--- src/rtl/smbw_pkg.sv ---
package smbw_pkg;

  typedef enum logic [2:0] {
    ST_IDLE,
    ST_ADDR,
    ST_CMD,
    ST_WLO,
    ST_WHI,
    ST_READ,
    ST_SKIP
  } busState_t;

  // strobes from bus control to register datapath
  typedef struct packed {
    logic ptrLoad;  // command byte complete
    logic loLoad;   // low data byte complete
    logic commit;   // high data byte acknowledged
  } dpStrobe_t;

  localparam logic [7:0]  CMD_CUR   = 8'h14;
  localparam logic [7:0]  CMD_VOLT  = 8'h15;
  localparam logic [7:0]  CMD_INCUR = 8'h3F;
  localparam logic [7:0]  CMD_MFR   = 8'hFE;
  localparam logic [7:0]  CMD_DEV   = 8'hFF;

  localparam logic [15:0] MASK_CUR   = 16'h1F80;
  localparam logic [15:0] MASK_VOLT  = 16'h7FF0;
  localparam logic [15:0] MASK_INCUR = 16'h1F80;

endpackage

--- src/rtl/smbw_ctrl.sv ---
module smbw_ctrl
  import smbw_pkg::*;
#(
  parameter logic [6:0] SLV_ADDR = 7'h09,
  parameter int         BYTE_W   = 8
) (
  input  logic              clk,
  input  logic              rstN,
  input  logic              sclIn,
  input  logic              sdaIn,
  input  logic [2*BYTE_W-1:0] rdWord,
  output dpStrobe_t         strb,
  output logic [BYTE_W-1:0] rxByte,
  output logic              sdaOe
);

  localparam int CNT_W = $clog2(BYTE_W + 2);
  localparam logic [CNT_W-1:0] ACK_CNT = CNT_W'(BYTE_W);
  localparam logic [CNT_W-1:0] END_CNT = CNT_W'(BYTE_W + 1);

  busState_t         state;
  logic              sclPrev, sdaPrev;
  logic [CNT_W-1:0]  bitCnt;
  logic [BYTE_W-1:0] shReg;
  logic [BYTE_W-1:0] txSh;
  logic              rwBit, rdHi, mstAck;

  logic sclRise, sclFall, startDet, stopDet, addrHit;

  assign sclRise  = sclIn & ~sclPrev;
  assign sclFall  = ~sclIn & sclPrev;
  assign startDet = sclIn & sclPrev & sdaPrev & ~sdaIn;
  assign stopDet  = sclIn & sclPrev & ~sdaPrev & sdaIn;
  assign addrHit  = (shReg[BYTE_W-1:1] == SLV_ADDR);
  assign rxByte   = shReg;

  always_comb begin
    strb = '0;
    if (!startDet && !stopDet && sclFall) begin
      if (bitCnt == ACK_CNT) begin
        strb.ptrLoad = (state == ST_CMD);
        strb.loLoad  = (state == ST_WLO);
      end
      if (bitCnt == END_CNT) strb.commit = (state == ST_WHI);
    end
  end

  always_ff @(posedge clk or negedge rstN) begin
    if (!rstN) begin
      state   <= ST_IDLE;
      sclPrev <= 1'b1;
      sdaPrev <= 1'b1;
      bitCnt  <= '0;
      shReg   <= '0;
      txSh    <= '0;
      rwBit   <= 1'b0;
      rdHi    <= 1'b0;
      mstAck  <= 1'b0;
      sdaOe   <= 1'b0;
    end else begin
      sclPrev <= sclIn;
      sdaPrev <= sdaIn;
      if (stopDet) begin
        state <= ST_IDLE;
        sdaOe <= 1'b0;
      end else if (startDet) begin
        state  <= ST_ADDR;
        bitCnt <= '0;
        sdaOe  <= 1'b0;
      end else if (state inside {ST_ADDR, ST_CMD, ST_WLO, ST_WHI}) begin
        if (sclRise) begin
          if (bitCnt < ACK_CNT) shReg <= {shReg[BYTE_W-2:0], sdaIn};
          bitCnt <= bitCnt + 1'b1;
        end else if (sclFall) begin
          if (bitCnt == ACK_CNT) begin
            if (state == ST_ADDR && !addrHit) begin
              state <= ST_SKIP;
            end else begin
              sdaOe <= 1'b1;
              if (state == ST_ADDR) rwBit <= shReg[0];
            end
          end else if (bitCnt == END_CNT) begin
            sdaOe  <= 1'b0;
            bitCnt <= '0;
            case (state)
              ST_ADDR: begin
                if (rwBit) begin
                  state <= ST_READ;
                  txSh  <= rdWord[BYTE_W-1:0];
                  sdaOe <= ~rdWord[BYTE_W-1];
                  rdHi  <= 1'b0;
                end else begin
                  state <= ST_CMD;
                end
              end
              ST_CMD:  state <= ST_WLO;
              ST_WLO:  state <= ST_WHI;
              default: state <= ST_SKIP;
            endcase
          end
        end
      end else if (state == ST_READ) begin
        if (sclRise) begin
          if (bitCnt == ACK_CNT) mstAck <= ~sdaIn;
          bitCnt <= bitCnt + 1'b1;
        end else if (sclFall) begin
          if (bitCnt < ACK_CNT) begin
            sdaOe <= ~txSh[BYTE_W-2];
            txSh  <= {txSh[BYTE_W-2:0], 1'b0};
          end else if (bitCnt == ACK_CNT) begin
            sdaOe <= 1'b0;
          end else begin
            bitCnt <= '0;
            if (mstAck && !rdHi) begin
              rdHi  <= 1'b1;
              txSh  <= rdWord[2*BYTE_W-1:BYTE_W];
              sdaOe <= ~rdWord[2*BYTE_W-1];
            end else begin
              state <= ST_SKIP;
            end
          end
        end
      end
    end
  end

  AST_DRIVE_SCL_LOW: assert property (@(posedge clk) disable iff (!rstN)
    (sdaOe && !$past(sdaOe)) |-> !sclIn);
  AST_SKIP_QUIET: assert property (@(posedge clk) disable iff (!rstN)
    (state == ST_SKIP) |-> !sdaOe);
  AST_STOP_RELEASE: assert property (@(posedge clk) disable iff (!rstN)
    stopDet |=> (!sdaOe && state == ST_IDLE));
  AST_COMMIT_AFTER_ACK: assert property (@(posedge clk) disable iff (!rstN)
    strb.commit |-> $past(sdaOe));

endmodule

--- src/rtl/smbw_regs.sv ---
module smbw_regs
  import smbw_pkg::*;
#(
  parameter int          BYTE_W  = 8,
  parameter logic [15:0] MFR_ID  = 16'h0049,
  parameter logic [15:0] DEV_ID  = 16'h0001,
  parameter logic [15:0] INCUR_RST = 16'h0080
) (
  input  logic                clk,
  input  logic                rstN,
  input  dpStrobe_t           strb,
  input  logic [BYTE_W-1:0]   rxByte,
  output logic [2*BYTE_W-1:0] rdWord,
  output logic [2*BYTE_W-1:0] curReg,
  output logic [2*BYTE_W-1:0] voltReg,
  output logic [2*BYTE_W-1:0] inCurReg
);

  localparam int WORD_W = 2 * BYTE_W;

  logic [BYTE_W-1:0] ptr;
  logic [BYTE_W-1:0] loLatch;
  logic [WORD_W-1:0] wrWord;

  assign wrWord = {rxByte, loLatch};

  always_ff @(posedge clk or negedge rstN) begin
    if (!rstN) begin
      ptr      <= '0;
      loLatch  <= '0;
      curReg   <= '0;
      voltReg  <= '0;
      inCurReg <= INCUR_RST & MASK_INCUR;
    end else begin
      if (strb.ptrLoad) ptr <= rxByte;
      if (strb.loLoad)  loLatch <= rxByte;
      if (strb.commit) begin
        case (ptr)
          CMD_CUR:   curReg   <= wrWord & MASK_CUR;
          CMD_VOLT:  voltReg  <= wrWord & MASK_VOLT;
          CMD_INCUR: inCurReg <= wrWord & MASK_INCUR;
          default:   ;
        endcase
      end
    end
  end

  always_comb begin
    case (ptr)
      CMD_CUR:   rdWord = curReg;
      CMD_VOLT:  rdWord = voltReg;
      CMD_INCUR: rdWord = inCurReg;
      CMD_MFR:   rdWord = MFR_ID;
      CMD_DEV:   rdWord = DEV_ID;
      default:   rdWord = '0;
    endcase
  end

  AST_CUR_ON_COMMIT: assert property (@(posedge clk) disable iff (!rstN)
    !$stable(curReg) |-> ($past(strb.commit) && $past(ptr) == CMD_CUR));
  AST_VOLT_ON_COMMIT: assert property (@(posedge clk) disable iff (!rstN)
    !$stable(voltReg) |-> ($past(strb.commit) && $past(ptr) == CMD_VOLT));
  AST_INCUR_ON_COMMIT: assert property (@(posedge clk) disable iff (!rstN)
    !$stable(inCurReg) |-> ($past(strb.commit) && $past(ptr) == CMD_INCUR));
  AST_PTR_ON_CMD: assert property (@(posedge clk) disable iff (!rstN)
    !$stable(ptr) |-> $past(strb.ptrLoad));

endmodule

--- src/rtl/smbw_top.sv ---
module smbw_top
  import smbw_pkg::*;
#(
  parameter logic [6:0]  SLV_ADDR = 7'h09,
  parameter logic [15:0] MFR_ID   = 16'h0049,
  parameter logic [15:0] DEV_ID   = 16'h0001
) (
  input  logic        clk,
  input  logic        rstN,
  input  logic        sclIn,
  input  logic        sdaIn,
  output logic        sdaOe,
  output logic [15:0] chargeCurrent,
  output logic [15:0] chargeVoltage,
  output logic [15:0] inputCurrent
);

  localparam int BYTE_W = 8;

  dpStrobe_t           strb;
  logic [BYTE_W-1:0]   rxByte;
  logic [2*BYTE_W-1:0] rdWord;

  smbw_ctrl #(.SLV_ADDR(SLV_ADDR), .BYTE_W(BYTE_W)) u_ctrl (
    .clk    (clk),
    .rstN   (rstN),
    .sclIn  (sclIn),
    .sdaIn  (sdaIn),
    .rdWord (rdWord),
    .strb   (strb),
    .rxByte (rxByte),
    .sdaOe  (sdaOe)
  );

  smbw_regs #(.BYTE_W(BYTE_W), .MFR_ID(MFR_ID), .DEV_ID(DEV_ID)) u_regs (
    .clk      (clk),
    .rstN     (rstN),
    .strb     (strb),
    .rxByte   (rxByte),
    .rdWord   (rdWord),
    .curReg   (chargeCurrent),
    .voltReg  (chargeVoltage),
    .inCurReg (inputCurrent)
  );

endmodule

--- config.mk ---
export PLATFORM = sky130hd
export DESIGN_NAME = smbw_top
export DESIGN_NICKNAME = d
export VERILOG_FILES = /design/src/rtl/smbw_pkg.sv /design/src/rtl/smbw_ctrl.sv /design/src/rtl/smbw_regs.sv /design/src/rtl/smbw_top.sv
export SDC_FILE = /design/constraint.sdc
export NUM_CORES = 1
export LEC_CHECK = 0
export ABC_AREA = 1
export BUFFER_PORTS_ARGS = -buffer_cell sky130_fd_sc_hd__clkbuf_2
export CORE_AREA = 10 10 106 84
export CTS_BUF_LIST = sky130_fd_sc_hd__clkbuf_4 sky130_fd_sc_hd__clkbuf_8
export CTS_CLUSTER_SIZE = 10
export DETAILED_ROUTE_END_ITERATION = 6
export DIE_AREA = 0 0 116 94
export GPL_ROUTABILITY_DRIVEN = 0
export PLACE_DENSITY_LB_ADDON = 0.25
export SYNTH_ARGS = -nofsm -noshare
export SYNTH_HDL_FRONTEND = slang
export SYNTH_SLANG_ARGS = --single-unit
--- constraint.sdc ---
create_clock -name clk -period 1.64 [get_ports clk]
set_input_delay 0.246 -clock clk [delete_from_list [all_inputs] [get_ports clk]]
set_output_delay 0.246 -clock clk [all_outputs]
set_load 0.02 [all_outputs]
# [Word level (Yosys, flattened, before mapping)]
# Index checks and enable logic that the tools add are counted.
[op_classes] div=0 shifts=0 n_lt_le_gt_ge=1 bitwise_logic=20 eq_ne=29 n_mul=0 addsub=1 n_reduce_logical=28 muxes=73
[op_table] op="7-bit 2-to-1 mux" n=13
[op_table] op="15-bit case mux with 5 select lines" n=1
[op_table] op="3-bit 2-to-1 mux" n=16
[op_table] op="4-bit 2-to-1 mux" n=11
[op_table] op="1-bit 2-to-1 mux" n=30
[op_table] op="11-bit AND reduction" n=2
[op_table] op="6-bit AND reduction" n=3
[op_table] op="8-bit by 5-bit == test with 1-bit output (second input constant)" n=2
[op_table] op="8-bit == test (second input constant)" n=2
[op_table] op="4-bit by 1-bit != test with 1-bit output (second input constant)" n=4
[op_table] op="8-bit AND reduction" n=2
[op_table] op="1-bit inverter" n=12
[op_table] op="3-bit nonzero test" n=4
[op_table] op="3-bit case mux with 3 select lines" n=1
[op_table] op="4-bit == test (second input constant)" n=2
[op_table] op="8-bit by 6-bit == test with 1-bit output (second input constant)" n=1
[op_table] op="2-bit by 1-bit != test with 1-bit output (second input constant)" n=4
[op_table] op="4-bit by 2-bit != test with 1-bit output (second input constant)" n=2
[op_table] op="4-bit nonzero test" n=2
[op_table] op="1-bit bitwise AND" n=7
[op_table] op="7-bit by 4-bit == test with 1-bit output (second input constant)" n=1
[op_table] op="3-bit by 2-bit == test with 1-bit output (second input constant)" n=2
[op_table] op="3-bit == test (second input constant)" n=2
[op_table] op="2-bit AND reduction" n=3
[op_table] op="15 further kinds" n=23
[totals] ff_bits=67 rom_bits=0 mem_bits_rw=0 n_memories=0 inputBits=4 latchBits=0 out_inout_bits=49 elab_cells=167

# [Depth between registers and ports, before layout]
[depth] ltp_word=12 ltp_mapped=12 mapped_depth_nobuf=12

# [By module]
# A second synthesis with hierarchy kept.
[unflattened] hier_cells=504 hier_area_um2=3812.4
[modules_own_cells] mod="smbw_regs" instances=1 cells_each=228 area_per_inst_um2=1914.3 seq_area_each_um2=877.1
[modules_own_cells] mod="smbw_ctrl" instances=1 cells_each=276 area_per_inst_um2=1898.1 seq_area_each_um2=703.2

# [Least setup slack after synthesis]
# Ideal clock, no wire load.
[synth_path] path_kind="reg2reg" start="reg u_ctrl.bitCnt[1]" end="reg u_regs.curReg[10]" slack_ps=69 arrival_time_ps=1449 period_less_slack_ps=1571 n_path_buf=1 stages_incl_launch_ff=9 required_ps=1518 setup_ps=122 path_cell_list="dfrtp_1 -> inv_1 -> ha_1 -> nand3_2 -> nor4_4 -> nand3_2 -> buf_4 -> nand2_1 -> o21ai_2"
[synth_via] elab_chain_len=4
[synth_rtl] element="from (decl)" line_no="smbw_ctrl.sv:23" text="logic [CNT_W-1:0] bitCnt;"
[synth_rtl] element="from (signal assigned)" line_no="smbw_ctrl.sv:73" text="bitCnt <= bitCnt + 1'b1;"
[synth_rtl] element="from (signal assigned)" line_no="smbw_ctrl.sv:105" text="bitCnt <= bitCnt + 1'b1;"
[synth_rtl] element="4-bit == test" line_no="smbw_ctrl.sv:44" text="if (bitCnt == END_CNT) strb.commit = (state == ST_WHI);"
[synth_rtl] element="1-bit 2-to-1 mux" line_no="smbw_ctrl.sv:44"
[synth_rtl] element="3-bit 2-to-1 mux" line_no="smbw_ctrl.sv:39" text="if (!startDet && !stopDet && sclFall) begin"
[synth_rtl] element="2-bit AND reduction (no line)"
[synth_rtl] element="to (signal assigned)" line_no="smbw_regs.sv:39" text="CMD_CUR: curReg <= wrWord & MASK_CUR;"
[synth_rtl] element="to (decl)" line_no="smbw_regs.sv:14" text="output logic [2*BYTE_W-1:0] curReg,"
# Every way passes these cells.
# A chain may end at the register's enable or synchronous reset.

# [Worst setup path after layout]
[layout_path] start="reg u_ctrl.bitCnt[0]" end="reg u_regs.inCurReg[8]"
[layout_via] elab_chain_len=4
[layout_rtl] element="4-bit == test" line_no="smbw_ctrl.sv:44"
[layout_rtl] element="1-bit 2-to-1 mux" line_no="smbw_ctrl.sv:44"
[layout_rtl] element="3-bit 2-to-1 mux" line_no="smbw_ctrl.sv:39"
[layout_rtl] element="2-bit AND reduction (no line)"
[layout_rtl] element="to (signal assigned)" line_no="smbw_regs.sv:33" text="inCurReg <= INCUR_RST & MASK_INCUR;"
[layout_rtl] element="to (signal assigned)" line_no="smbw_regs.sv:41" text="CMD_INCUR: inCurReg <= wrWord & MASK_INCUR;"
[layout_rtl] element="to (decl)" line_no="smbw_regs.sv:16" text="output logic [2*BYTE_W-1:0] inCurReg"
# Every way passes these cells.

==> flow_metrics.tcl <==
set metrics [dict create \
    status "finished, violations left" \
    failed_checks "negative setup slack" \
    finalMaxSlewViolations 0 \
    grtUsageTotal_pct 16.53 \
    dieArea_um2 10900 \
    min_to "u_ctrl.sdaPrev$_DFF_PN1_" \
    cts.htree.levels 3 \
    ff2ff_setup_slack_ps -6 \
    rr_startpoint "u_ctrl.bitCnt[0]$_DFFE_PN0P_" \
    min_period_ps 1646 \
    synth_seq_area_share_pct 44.90 \
    drtAntennaViolNets 0 \
    root_buffer "clkbuf_8" \
    dr.pass1.iters 5 \
    areaGrowthSynthToFinish_pct 19.66 \
    setup_ws_ps -5.669 \
    p_int_uw 2999 \
    synth_seq_cells 63 \
    crit_type "flip-flop to flip-flop" \
    hold_path_depth 1 \
    drc 0 \
    synth_cells 442 \
    clkTransAtPathRegs_ps 70 \
    layout.cells.non_filler 596 \
    design.core.area_um2 6766 \
    yosys_warnings 0 \
    wl_um 9054 \
    reg2reg_depth 7 \
    drive_above_1_share_pct 28.32 \
    grt_setup_unrepaired "yes" \
    fin_hold_ws_ps 35.36 \
    seq_power_share_pct 37.8 \
    num_rows 26 \
    switching_share_pct 37.82 \
    fmax_mhz 607.7 \
    place_ws_ps -103.9 \
    stdcell_area_um2 4212 \
    io_pins 53 \
    antenna_cells 0 \
    clk-insertion-delay-late_ps 350 \
    powerDensity_nw_per_um2 1145 \
    cts.sinks 63 \
    cap_violations 0 \
    p_clk_share_pct 26.9 \
    r2r-end "u_regs.inCurReg[8]$_DFFE_PN0P_" \
    final_common_cell "nand2_1" \
    dieWidth_um 116 \
    finalSetupTns_ps -6.103 \
    numCtsBuffers 9 \
    synth_cell_types 36 \
    nets 515 \
    layout_common_cells "nand2_1, dfrtp_1, nand3_1" \
    startpoint_type "flip-flop" \
    period_share_pct 100.3 \
    ir_drop_uv 749.7 \
    power_leakage_uw 0.002088 \
    setup_viol 2 \
    vias_per_cell 5.267 \
    hold_class "input pin to flip-flop" \
    hpwl_um 6556 \
    wl_per_cell_um 15.19 \
    vias 3139 \
    crit_required_ps 1910 \
    cts_tree "done" \
    grt_remaining_overflow 0 \
    portBuffers 27 \
    cts.path.max_buffers 2 \
    final-hold-violation-count 0 \
    cp-end-kind "flip-flop" \
    hold_start "sdaIn" \
    crit_path_max_fanout 6 \
    finClkSkew_ps 4.791 \
    syn_area_per_cell_um2 7.963 \
    antenna_found_initial 0 \
    grt_pass1_vias 2869 \
    die_height_um 94 \
    dp_cells 570 \
    initial_core_util_pct 52.02 \
    p_comb_share_pct 35.3 \
    p_switching_uw 1824 \
    placed_area_um2 3837 \
    grt_pass1_wl_um 14340 \
    worstPathArrival_ps 1920 \
    syn-cell-area_um2 3520 \
    drtIter0Drc 169 \
    grt_max_degree 64 \
]
## power groups by stage
stage / clock network (uW) / registers (uW) / logic (uW)
after CTS: 1310 / 1820 / 1530
after detailed placement: 0 / 1850 / 1450
final: 1300 / 1830 / 1700
after floorplan: 0 / 1850 / 1040
after global routing: 1370 / 1850 / 1870
after global placement: 0 / 1840 / 1420
## worst max-delay path, stage by stage, from the launching register on
cell and delay [ps]:
dfrtp_1 380, buf_4 130, ha_1 160, nand3_2 110
nor4_4 230, buf_6 200, nand3_2 190, o21ai_2 170
## cell families (layout without fill, tap and decap cells)
kind of cell | Yosys count | count (layout) | synth area share, %
simple gates | 230 | 232 | 30.43
buf+inv | 81 | 125 | 12.02
flops | 63 | 63 | 44.90
compound gates | 62 | 62 | 10.98
fa+ha+maj | 3 | 3 | 1.067
xor+xnor | 2 | 2 | 0.4978
other cells | 1 | 25 | 0.1065
## worst max path at each step
stage	start	endpoint	slack [ps]	depth (start not counted)
4_1_cts	u_ctrl.bitCnt[0]$_DFFE_PN0P_	u_ctrl.txSh[3]$_DFFE_PN0P_	5	12
5_1_grt	u_ctrl.bitCnt[0]$_DFFE_PN0P_	u_regs.inCurReg[10]$_DFFE_PN0P_	-60	7
2_1_floorplan	u_ctrl.bitCnt[1]$_DFFE_PN0P_	u_regs.curReg[10]$_DFFE_PN0P_	70	8
6_report	u_ctrl.bitCnt[0]$_DFFE_PN0P_	u_regs.inCurReg[8]$_DFFE_PN0P_	-6	7
3_3_place_gp	u_ctrl.bitCnt[1]$_DFFE_PN0P_	u_regs.inCurReg[12]$_DFFE_PN0P_	-60	8
3_5_place_dp	u_ctrl.bitCnt[1]$_DFFE_PN0P_	u_regs.inCurReg[8]$_DFFE_PN0P_	-100	8
## layer usage
layer  part of all wire, %  track usage, %
met2                    45           25.58
met1                    47           22.52
met5                     0               0
met4                   1.4           4.782
met3                   7.1           3.831
## sequential cells by signal, indices dropped and copies added (netlist names)
register         cells
u_ctrl.bitCnt        4
u_ctrl.rwBit         1
u_ctrl.sclPrev       1
u_regs.voltReg      11
u_ctrl.sdaOe         1
u_regs.inCurReg      6
u_ctrl.rdHi          1
u_ctrl.mstAck        1
u_ctrl.state         3
u_regs.curReg        6
u_ctrl.txSh          7
u_ctrl.rxByte        8
u_regs.loLatch       4
u_regs.ptr           8
u_ctrl.sdaPrev       1
## layout make-up
| cell class | count | area (um2) |
|---|---|---|
| fillers | 589 | 2555 |
| clock buffers | 10 | 131.4 |
| well taps | 84 | 105.1 |
| repair buffers | 64 | 455.4 |
| clock inverters | 5 | 50.05 |
| flip-flops and latches | 63 | 1583 |
| multi-input cells | 324 | 1709 |
| inverters | 46 | 177.7 |
## through the flow
step | util, % | total power, uW
2_1_floorplan | - | 2884
3_3_place_gp | 56.71 | 3261
3_5_place_dp | 56.71 | 3306
4_1_cts | 60.30 | 4658
5_1_grt | 62.24 | 5085
6_report | 62.24 | 4823
## cells in the mapped netlist (all sizes together)
master,instances,share of area [%]
ha,3,1.1
nand2,136,15
xnor2,1,0.25
dfrtp,60,43
dfstp,3,2.2
or2,1,0.18
conb,1,0.11
o211ai,3,0.64
a22oi,1,0.21
a211oi,1,0.21
inv,46,5.0
nor2,27,3.8
nor4,1,0.60
xor2,1,0.25
nor3,3,0.43
a21oi,8,1.5
clkbuf,1,0.11
buf,34,6.9
nand3,51,8.6
nand3b,1,0.21
nand4,10,1.8
o21ai,49,8.5
## what timing repair did
action,4_1_cts,5_1_grt
pin swaps,1,5
cloned,1,1
buffers inserted,2,6
hold buffers,1,0
endpoints found under the setup margin,25,38
endpoints found under the hold margin,60,0
gates resized for setup,5,27
(Power assumes the default switching activity.)
